<file path="src/rtl/irq_entry_pkg.sv">
// Shared types and constants for the exception entry sequencer.
// Assumes an 8-bit data path and a 16-bit byte address space.
package irq_entry_pkg;

    localparam int BYTE_W = 8;
    localparam int ADDR_W = 16;

    localparam int I_BIT = 2;   // interrupt-disable flag position
    localparam int B_BIT = 4;   // break flag position

    localparam logic [ADDR_W-1:0] VEC_NMI   = 16'hFFFA;
    localparam logic [ADDR_W-1:0] VEC_RESET = 16'hFFFC;
    localparam logic [ADDR_W-1:0] VEC_IRQ   = 16'hFFFE;

    typedef enum logic [1:0] {
        PEND_NONE,
        PEND_NMI,
        PEND_IRQ
    } pend_e;

    typedef enum logic [2:0] {
        K_NMI,
        K_IRQ,
        K_BRK,
        K_RST,
        K_PWR
    } entry_e;

    typedef enum logic [2:0] {
        ST_IDLE,
        ST_PUSH_HI,
        ST_PUSH_LO,
        ST_PUSH_ST,
        ST_VEC_LO,
        ST_VEC_HI
    } seq_e;

    // Vector address for each entry kind.
    function automatic logic [ADDR_W-1:0] vector_of(entry_e k);
        case (k)
            K_NMI:        return VEC_NMI;
            K_RST, K_PWR: return VEC_RESET;
            default:      return VEC_IRQ;
        endcase
    endfunction

endpackage

</file>
<file path="src/rtl/irq_pend_slot.sv">
// One-entry pending slot for hardware interrupt requests.
// An NMI request always takes the slot. An IRQ request takes it only
// while the mask is clear and no NMI is waiting. A clear in the same
// cycle as a new request loses to the request.
module irq_pend_slot
    import irq_entry_pkg::*;
(
    input  logic  clk,
    input  logic  rst_n,
    input  logic  nmi_req,
    input  logic  irq_req,
    input  logic  irq_mask,
    input  logic  clear,
    output pend_e pend
);

    pend_e base;
    pend_e pend_d;

    // Next slot contents: drop the served entry, then merge new requests.
    always_comb begin
        base   = clear ? PEND_NONE : pend;
        pend_d = base;
        if (nmi_req)
            pend_d = PEND_NMI;
        else if (irq_req && !irq_mask && base != PEND_NMI)
            pend_d = PEND_IRQ;
    end

    // Slot register.
    always_ff @(posedge clk) begin
        if (!rst_n) pend <= PEND_NONE;
        else        pend <= pend_d;
    end

endmodule

</file>
<file path="src/rtl/irq_entry_fsm.sv">
// Entry sequencer: picks the next entry kind and drives the byte bus
// through the stack pushes and the vector reads.
// Assumes PC and SP do not change while busy (only commit moves them)
// and that a bus access completes in any cycle with mem_ready high.
module irq_entry_fsm
    import irq_entry_pkg::*;
#(
    parameter logic [BYTE_W-1:0] STACK_PAGE = 8'h01
)(
    input  logic              clk,
    input  logic              rst_n,
    input  logic              powerup_req,
    input  logic              reset_req,
    input  logic              at_boundary,
    input  logic              brk_req,
    input  pend_e             pend,
    input  logic              mem_ready,
    input  logic [BYTE_W-1:0] mem_rdata,
    input  logic [ADDR_W-1:0] pc,
    input  logic [BYTE_W-1:0] sp,
    input  logic [BYTE_W-1:0] status,
    output logic              slot_clr,
    output logic              mem_en,
    output logic              mem_we,
    output logic [ADDR_W-1:0] mem_addr,
    output logic [BYTE_W-1:0] mem_wdata,
    output logic              commit,
    output entry_e            kind,
    output logic [ADDR_W-1:0] vec_pc
);

    localparam logic [BYTE_W-1:0] BRK_MASK = BYTE_W'(1) << B_BIT;

    seq_e              state;
    logic              pwr_pend;
    logic              rst_pend;
    logic [BYTE_W-1:0] lo_q;
    logic [BYTE_W-1:0] st_snap;
    logic              idle;
    logic              take_pwr;
    logic              take_rst;
    logic              take_int;
    logic              take_brk;
    logic [ADDR_W-1:0] vec;
    logic [BYTE_W-1:0] sp_m1;
    logic [BYTE_W-1:0] sp_m2;

    // Acceptance priority: power-up, reset, pending interrupt, break.
    always_comb begin
        idle     = (state == ST_IDLE);
        take_pwr = idle && pwr_pend;
        take_rst = idle && !pwr_pend && rst_pend;
        take_int = idle && !pwr_pend && !rst_pend && at_boundary && (pend != PEND_NONE);
        take_brk = idle && !pwr_pend && !rst_pend && at_boundary && (pend == PEND_NONE) && brk_req;
        slot_clr = take_pwr || take_rst || take_int;
        commit   = (state == ST_VEC_HI) && mem_ready;
    end

    // Bus drive for the current access.
    always_comb begin
        vec       = vector_of(kind);
        sp_m1     = sp - BYTE_W'(1);
        sp_m2     = sp - BYTE_W'(2);
        mem_en    = !idle;
        mem_we    = 1'b0;
        mem_addr  = '0;
        mem_wdata = '0;
        case (state)
            ST_PUSH_HI: begin
                mem_we    = 1'b1;
                mem_addr  = {STACK_PAGE, sp};
                mem_wdata = pc[ADDR_W-1:BYTE_W];
            end
            ST_PUSH_LO: begin
                mem_we    = 1'b1;
                mem_addr  = {STACK_PAGE, sp_m1};
                mem_wdata = pc[BYTE_W-1:0];
            end
            ST_PUSH_ST: begin
                mem_we    = 1'b1;
                mem_addr  = {STACK_PAGE, sp_m2};
                mem_wdata = st_snap;
            end
            ST_VEC_LO: mem_addr = vec;
            ST_VEC_HI: mem_addr = vec + ADDR_W'(1);
            default: ;
        endcase
        vec_pc = {mem_rdata, lo_q};
    end

    // Request flags for the two reset kinds.
    always_ff @(posedge clk) begin
        if (!rst_n) begin
            pwr_pend <= 1'b0;
            rst_pend <= 1'b0;
        end else begin
            pwr_pend <= (pwr_pend && !take_pwr) || powerup_req;
            rst_pend <= (rst_pend && !(take_pwr || take_rst)) || reset_req;
        end
    end

    // Sequence state, entry kind, flag snapshot and low vector byte.
    always_ff @(posedge clk) begin
        if (!rst_n) begin
            state   <= ST_IDLE;
            kind    <= K_NMI;
            lo_q    <= '0;
            st_snap <= '0;
        end else begin
            case (state)
                ST_IDLE: begin
                    if (take_pwr) begin
                        kind  <= K_PWR;
                        state <= ST_VEC_LO;
                    end else if (take_rst) begin
                        kind  <= K_RST;
                        state <= ST_VEC_LO;
                    end else if (take_int) begin
                        kind    <= (pend == PEND_NMI) ? K_NMI : K_IRQ;
                        st_snap <= status;
                        state   <= ST_PUSH_HI;
                    end else if (take_brk) begin
                        kind    <= K_BRK;
                        st_snap <= status | BRK_MASK;
                        state   <= ST_PUSH_HI;
                    end
                end
                ST_PUSH_HI: if (mem_ready) state <= ST_PUSH_LO;
                ST_PUSH_LO: if (mem_ready) state <= ST_PUSH_ST;
                ST_PUSH_ST: if (mem_ready) state <= ST_VEC_LO;
                ST_VEC_LO: if (mem_ready) begin
                    lo_q  <= mem_rdata;
                    state <= ST_VEC_HI;
                end
                ST_VEC_HI: if (mem_ready) state <= ST_IDLE;
                default: state <= ST_IDLE;
            endcase
        end
    end

endmodule

</file>
<file path="src/rtl/irq_arch_regs.sv">
// Architectural PC, SP and flag registers plus the entry cycle counter.
// Applies the end-of-entry update on commit; otherwise lets the core
// overwrite the flag byte. Commit wins over a core write in the same cycle.
module irq_arch_regs
    import irq_entry_pkg::*;
#(
    parameter int                CYC_W        = 32,
    parameter int                ENTRY_CYCLES = 7,
    parameter int                PUSH_BYTES   = 3,
    parameter logic [BYTE_W-1:0] SP_PWR       = 8'hFD,
    parameter logic [BYTE_W-1:0] ST_PWR       = 8'h34
)(
    input  logic              clk,
    input  logic              rst_n,
    input  logic              commit,
    input  entry_e            kind,
    input  logic [ADDR_W-1:0] vec_pc,
    input  logic              stat_we,
    input  logic [BYTE_W-1:0] stat_wdata,
    output logic [ADDR_W-1:0] pc,
    output logic [BYTE_W-1:0] sp,
    output logic [BYTE_W-1:0] status,
    output logic [CYC_W-1:0]  cycle_count,
    output logic              done,
    output logic              gpr_clear
);

    localparam logic [BYTE_W-1:0] I_MASK   = BYTE_W'(1) << I_BIT;
    localparam logic [BYTE_W-1:0] B_MASK   = BYTE_W'(1) << B_BIT;
    localparam logic [BYTE_W-1:0] SP_DROP  = BYTE_W'(PUSH_BYTES);
    localparam logic [CYC_W-1:0]  CYC_STEP = CYC_W'(ENTRY_CYCLES);

    // Register update on entry completion or core flag write.
    always_ff @(posedge clk) begin
        if (!rst_n) begin
            pc          <= '0;
            sp          <= '0;
            status      <= '0;
            cycle_count <= '0;
            done        <= 1'b0;
            gpr_clear   <= 1'b0;
        end else begin
            done      <= commit;
            gpr_clear <= commit && (kind == K_PWR);
            if (commit) begin
                pc <= vec_pc;
                case (kind)
                    K_PWR: begin
                        sp          <= SP_PWR;
                        status      <= ST_PWR;
                        cycle_count <= '0;
                    end
                    K_RST: begin
                        status      <= status | I_MASK;
                        cycle_count <= '0;
                    end
                    K_BRK: begin
                        sp          <= sp - SP_DROP;
                        status      <= status | I_MASK | B_MASK;
                        cycle_count <= cycle_count + CYC_STEP;
                    end
                    default: begin
                        sp          <= sp - SP_DROP;
                        status      <= status | I_MASK;
                        cycle_count <= cycle_count + CYC_STEP;
                    end
                endcase
            end else if (stat_we) begin
                status <= stat_wdata;
            end
        end
    end

endmodule

</file>
<file path="src/rtl/irq_entry_seq.sv">
// Top level of the exception entry sequencer: pending slot, bus
// sequencer and architectural registers. Assumes request inputs are
// single-cycle pulses and that the core holds off its own bus use
// while busy is high.
module irq_entry_seq
    import irq_entry_pkg::*;
#(
    parameter int          CYC_W        = 32,
    parameter int          ENTRY_CYCLES = 7,
    parameter logic [7:0]  STACK_PAGE   = 8'h01,
    parameter logic [7:0]  SP_PWR       = 8'hFD,
    parameter logic [7:0]  ST_PWR       = 8'h34
)(
    input  logic             clk,
    input  logic             rst_n,
    input  logic             powerup_req,
    input  logic             reset_req,
    input  logic             nmi_req,
    input  logic             irq_req,
    input  logic             brk_req,
    input  logic             at_boundary,
    input  logic             stat_we,
    input  logic [7:0]       stat_wdata,
    input  logic             mem_ready,
    input  logic [7:0]       mem_rdata,
    output logic             mem_en,
    output logic             mem_we,
    output logic [15:0]      mem_addr,
    output logic [7:0]       mem_wdata,
    output logic [15:0]      pc,
    output logic [7:0]       sp,
    output logic [7:0]       status,
    output logic [CYC_W-1:0] cycle_count,
    output logic             done,
    output logic             gpr_clear,
    output logic             busy
);

    pend_e             pend;
    logic              slot_clr;
    logic              commit;
    entry_e            kind;
    logic [ADDR_W-1:0] vec_pc;

    irq_pend_slot u_slot (
        .clk      (clk),
        .rst_n    (rst_n),
        .nmi_req  (nmi_req),
        .irq_req  (irq_req),
        .irq_mask (status[I_BIT]),
        .clear    (slot_clr),
        .pend     (pend)
    );

    irq_entry_fsm #(
        .STACK_PAGE (STACK_PAGE)
    ) u_fsm (
        .clk         (clk),
        .rst_n       (rst_n),
        .powerup_req (powerup_req),
        .reset_req   (reset_req),
        .at_boundary (at_boundary),
        .brk_req     (brk_req),
        .pend        (pend),
        .mem_ready   (mem_ready),
        .mem_rdata   (mem_rdata),
        .pc          (pc),
        .sp          (sp),
        .status      (status),
        .slot_clr    (slot_clr),
        .mem_en      (mem_en),
        .mem_we      (mem_we),
        .mem_addr    (mem_addr),
        .mem_wdata   (mem_wdata),
        .commit      (commit),
        .kind        (kind),
        .vec_pc      (vec_pc)
    );

    irq_arch_regs #(
        .CYC_W        (CYC_W),
        .ENTRY_CYCLES (ENTRY_CYCLES),
        .PUSH_BYTES   (3),
        .SP_PWR       (SP_PWR),
        .ST_PWR       (ST_PWR)
    ) u_regs (
        .clk         (clk),
        .rst_n       (rst_n),
        .commit      (commit),
        .kind        (kind),
        .vec_pc      (vec_pc),
        .stat_we     (stat_we),
        .stat_wdata  (stat_wdata),
        .pc          (pc),
        .sp          (sp),
        .status      (status),
        .cycle_count (cycle_count),
        .done        (done),
        .gpr_clear   (gpr_clear)
    );

    assign busy = mem_en;

endmodule

</file>
<file path="config.mk">
export PLATFORM = sky130hd
export DESIGN_NAME = irq_entry_seq
export DESIGN_NICKNAME = d
export VERILOG_FILES = /design/src/rtl/irq_entry_pkg.sv /design/src/rtl/irq_pend_slot.sv /design/src/rtl/irq_entry_fsm.sv /design/src/rtl/irq_arch_regs.sv /design/src/rtl/irq_entry_seq.sv
export SDC_FILE = /design/constraint.sdc
export NUM_CORES = 1
export LEC_CHECK = 0
export ABC_AREA = 1
export ABC_CLOCK_PERIOD_IN_PS = 2470
export CAP_MARGIN = 20
export CELL_PAD_IN_SITES_DETAIL_PLACEMENT = 0
export CELL_PAD_IN_SITES_GLOBAL_PLACEMENT = 1
export CORE_AREA = 2 2 110 101
export CTS_CLUSTER_SIZE = 14
export DETAILED_ROUTE_END_ITERATION = 10
export DIE_AREA = 0 0 112 103
export DONT_BUFFER_PORTS = 1
export GPL_ROUTABILITY_DRIVEN = 0
export GPL_TIMING_DRIVEN = 0
export PLACE_DENSITY = 0.77
export REMOVE_ABC_BUFFERS = 1
export SYNTH_ARGS = -nofsm -noshare
export SYNTH_HDL_FRONTEND = slang
export SYNTH_SLANG_ARGS = --single-unit
</file>
<file path="constraint.sdc">
create_clock -name clk -period 2.47 [get_ports clk]
set_clock_uncertainty 0.05 [all_clocks]
set_input_delay 0.3705 -clock clk [delete_from_list [all_inputs] [get_ports clk]]
set_output_delay 0.3705 -clock clk [all_outputs]
set_load 0.005 [all_outputs]
</file>
# Word level (Yosys, flattened, before mapping)
# Cells that the tools add are included.
# word_totals
register_bits,92
latchBits,0
ramBits,0
rom_bits,0
in_bits,26
output_inout_bits,93
elab_cells,114
mem_count,0
# op_classes
addsub,5
multipliers,0
n_div,0
n_lt_le_gt_ge,0
n_eq_ne,19
shifts,0
muxes,29
n_bitwise,4
n_reduce_logical,41
# ops
operator,count
$pmux W16 S5,1
$mux W3,13
$add A32 B3 Y32 const B,1
$mux W32,1
$mux W8,4
$pmux W8 S2,2
$pmux W8 S3,1
$pmux W3 S6,1
$sub A8 B2 Y8 const B,2
$logic_and A1 B1 Y1,14
$ne A2 B2 Y1 const B,7
$eq A3 B2 Y1 const B,4
$eq A3 B3 Y1 const B,3
$reduce_and A2 Y1,4
$sub A8 B1 Y8 const B,1
$logic_not A1 Y1,6
$logic_not A3 Y1,2
$pmux W3 S2,1
$reduce_and A6 Y1,1
$reduce_bool A2 Y1,3
$add A4 B2 Y5 const B,1
$ne A5 B5 Y1 const B,1
$logic_or A1 B1 Y1,4
$mux W2,2
other kinds (12),18

# Depth between registers and ports, before layout
# depth
word_depth,11
mapped_depth,11
depth_no_buf,11

# Hierarchy
# A second synthesis with hierarchy kept.
# unflattened
cells_unflattened,727
hier_area_um2,4911.0
# by_module_without_submodules
module,n_inst,cells_each,area_per_inst_um2,seq_area_each_um2
irq_arch_regs,1,435,3084.2,1321.3
irq_entry_fsm,1,276,1719.1,480.5
irq_pend_slot,1,15,100.1,40.0
irq_entry_seq,1,1,7.5,0.0

# Least setup slack after synthesis
# OpenSTA, ideal clock, no wires.
# synth_timing
kind,reg-to-output
startpoint,reg u_fsm.state[1]
endpoint,out mem_addr[2]
t_arrival_ps,1314
required_ps,2049
slack_ps,735
stages_incl_launch_ff,8
n_path_buf,1
cell_sequence,dfxtp_1 > inv_2 > nor3_2 > inv_1 > buf_2 > o21ai_0 > o21ai_0 > o221ai_1
# synth_via
elab_chain_cells,2
elab_cells_between_ends,6
cone_classes,5 x eq/ne; 1 x mux
# synth_rtl
element,line_no,text
start: declaration,irq_entry_fsm.sv:34,seq_e state;
start signal: assignment,irq_entry_fsm.sv:105,state <= ST_IDLE;
start signal: assignment,irq_entry_fsm.sv:114,state <= ST_VEC_LO;
start signal: assignment,irq_entry_fsm.sv:117,state <= ST_VEC_LO;
$eq A3 B3 Y1 (tied with other cells),irq_entry_fsm.sv:68,case (state)
$pmux W16 S5 *,irq_entry_fsm.sv:68,
end: declaration,irq_entry_seq.sv:28,"output logic [15:0] mem_addr,"
# Every way passes the cells marked *; elsewhere a longest branch is shown, timed or not.

# Final worst setup path
# layout_timing
startpoint,reg u_fsm.state[0]
endpoint,out mem_addr[2]
# The elaborated chain is that of the path after synthesis.

==> key figures <==
Outcome
  • Status: completed

Worst hold path
  • Path type of the worst min-delay path: in2reg
  • Hold Path Cell Cnt: 2

Floorplanning
  • Starting Density: between 40% and 50%
  • Std cell rows: 36
  • Die W: 112 um
  • # IOs: 119
  • Core area: 0.0105 sq mm
  • Die area: between 0.01 and 0.015 sq mm
  • Die height: 103 um

Yosys
  • Synth area leader: dfxtp_1
  • Synth Register Bits: 92
  • Top cells by count, synth: nand2_1 (147), inv_1 (104), dfxtp_1 (92)
  • Area contributors post-synth: dfxtp_1 (39%), nand2_1 (12%), inv_1 (8.3%)
  • Post-Synthesis Cell Area: ~0.0047 sq mm
  • Number of enable flip-flop cells after synthesis: 0
  • Adder-Cell Fraction of Synth Area: 1.60%
  • Ys flop type: dfxtp_1
  • Post-synthesis xor/xnor area fraction: less than 1%
  • Cells after Synth: 690
  • Largest family of logic cells by synthesized area: simple AND/OR/NAND/NOR gates
  • Fraction of synthesized area in multiplexers: 0%
  • Post-synth cell types: 40
  • Synth Area per Inst: 6.80 sq um
  • Seq/Total Area, Yosys: 39.2%
  • Area share of and/or/nand/nor cells after synthesis: about 28%
  • Synth warnings: 0
  • FFs w/ async S/R, synth: 0%
  • Top cell type's share of synthesized area: 39.2%
  • Compound-Gate Fraction of Synth Area: a little under a fifth
  • Most frequent cell after synthesis: nand2_1

Pwr
  • Clock Power Share: roughly a third
  • Comb pwr share: 23.2%
  • Worst vdd ir: 0.430 mV
  • Pwr per Cell Area: 810 mW/mm^2
  • P_int: ~2.7 mW
  • Pleak: a little over 2 nW
  • PnR Total Power: 4.11 mW
  • Seq pwr share: 42.4%
  • P_sw: 1.44 mW
  • Switching Fraction: 35.0%

Worst setup path
  • Family with the most delay on the worst path: flip-flops
  • Crit path DAT: 1.90 ns
  • Largest fanout on the critical path: 10
  • Cells along the critical path: inv_1 > nor2_1 > inv_2 > nor2_2 > clkinvlp_4 > o221ai_1
  • Reg2reg path depth: 9
  • Crit path depth: 6
  • CP max stage delay: 0.46 ns
  • FF-to-FF setup slack: 0.29 ns
  • CP Buf/Inv Count: 3
  • Req. time, crit path: 2.05 ns
  • Worst path slowest cell: dfxtp_2
  • Setup crit start kind: register
  • CP Capture Type: primary output
  • Kind of critical path: reg2out

STA
  • Setup violations, final: 0
  • Worst-Margin Slew: 0.810 ns
  • Setup TNS Final: 0 ns
  • Tmin final: 2.32 ns
  • Max_slew headroom: a little under half
  • Crit share post-route: 93.8%
  • Achievable frequency: 432 MHz
  • Fin Hold WS: 0.0938 ns
  • Fin. Hold Viols: 0
  • Pins Over Slew Limit: 0
  • RSZ-0062 raised after global routing: false

Clock tree
  • CTS H-Tree Depth: 3
  • CTS tree: built
  • Worst skew pair latency: about 0.35 ns
  • Clock buffer depth: 2
  • Root buffer cell: clkbuf_16
  • Clk sinks: 92
  • CTS clk-pin slew, worst paths: about 0.060 ns
  • TritonCTS buffer count: 9

GRT
  • Total Routing Usage GR: 22.4%
  • Antenna violations before repair: 0
  • First-pass GRT wire length: between 20000 and 25000 um
  • GRT overflow: 0
  • Vias in the first global route: approximately 3900
  • Largest net degree at the start of global routing: 24

Drt
  • Detailed Routing Iterations Pass 1: 5
  • Via count: 4361
  • Wirelength per Cell: between 15 and 20 um
  • Vias per cell: 5.34
  • Initial DRC Count: 244
  • Routed Antenna Nets: 0
  • DRC Markers: 0
  • WL final: 13000 um

Placement
  • IO buf count: 0
  • Post-DP HPWL: 9190 um

Cells and area
  • Fillers: 1127
  • Layout cells sized above 1: 6.88%
  • NumNets Final: just over 700
  • # diodes: 0
  • Area growth, synth to finish: 7.94%

Job
  • Max-cap viol count: 0
[worst reg2reg max path, stage by stage (launching register included)]
cell and delay [ns]:
dfxtp_2 0.37, inv_2 0.17, nand4_4 0.37, inv_6 0.36, nand3_1 0.20, nor2_2 0.29, nand3_1 0.12, nand2_1 0.08
inv_1 0.04, nor2_1 0.08
[per-layer routing]
metal	GRT usage, %	share of wire, %
met1	29.7	47
met2	34.4	44
met3	8.52	8.4
met4	6.29	0.93
met5	0	0
[layout make-up]
class | instances | area [sq um] | share of cell area [%]
multi-input cells | 465 | 2300 | 45.4
repair buffers | 3 | 42.5 | 0.840
clock inverters | 6 | 73.8 | 1.46
inverters | 108 | 414 | 8.17
flip-flops and latches | 92 | 1850 | 36.4
well taps | 133 | 166 | 3.28
clock buffers | 9 | 225 | 4.45
[power groups by stage]
stage	sequential, mW	clock, mW	combinational [mW]
2_1_floorplan	1.72	0	0.704
3_3_place_gp	1.75	0	0.899
3_5_place_dp	1.76	0	0.924
4_1_cts	1.73	1.45	0.943
5_1_grt	1.76	1.51	1.09
6_report	1.74	1.41	0.954
[path summary, 6_finish.rpt]
kind	start	endpoint
hold / removal	powerup_req	u_fsm.pwr_pend
setup reg to reg	u_fsm.state[1]	u_regs.cycle_count[25]
hold reg to reg	u_fsm.lo_q[0]	u_fsm.lo_q[0]
setup / recovery	u_fsm.state[0]	mem_addr[2]
[logic make-up after synthesis]
| group | after synthesis |
|---|---|
| buffers and inverters | 135 |
| XOR/XNOR | 2 |
| AND/OR/NAND/NOR | 297 |
| AO/OA/AOI/OAI | 158 |
| adder cells (fa/ha/maj) | 6 |
| flip-flops | 92 |
[placed cells by master, fill, tap and decap left out, types with 2 or more instances in the layout]
cell and count:
nor4_1 2, nand3_1 47, o211ai_1 2, dfxtp_1 89, o221ai_1 9, nor2_2 6
o21ai_1 8, nor2_1 59, inv_6 2, clkbuf_16 9, clkinvlp_4 3, o21ai_2 2
dfxtp_2 3, nand2_1 147, a21oi_1 74, a31oi_1 4, o21ai_0 53, inv_2 3
buf_4 2, or2_2 2, ha_1 6, nor2_4 3, nand4_1 11, a2bb2oi_1 2
inv_1 103, o21bai_1 2, nor3_1 13
[metrics by stage]
stage	util, %	std cells	setup WS, ns	instance area [sq um]
after floorplan	-	663	0.573	4530
after global routing	48.1	816	0.0115	5070
after detailed placement	44.9	798	-0.138	4730
after global placement	44.5	796	-0.137	4690
final	48.1	816	0.153	5070
after CTS	47.9	815	0.0214	5050
[flip-flops by register name (all words and copies together), names as in the netlist]
signal and count:
u_fsm.kind 3, u_fsm.lo_q 8, u_fsm.pwr_pend 1, u_fsm.rst_pend 1, u_fsm.st_snap 8, u_fsm.state 3, u_regs.cycle_count 32, u_regs.done 1
u_regs.gpr_clear 1, u_regs.pc 16, u_regs.sp 8, u_regs.status 8, u_slot.pend 2
[repair_timing]
item	in CTS	in global routing
cloned	2	0
hold buffers	0	0
resized for setup	2	5
pin swaps	2	1
hold endpoints to repair	0	0
buffers inserted	0	1
endpoints found under the setup margin	16	15
Note: power is estimated with default switching activity, not from simulation.
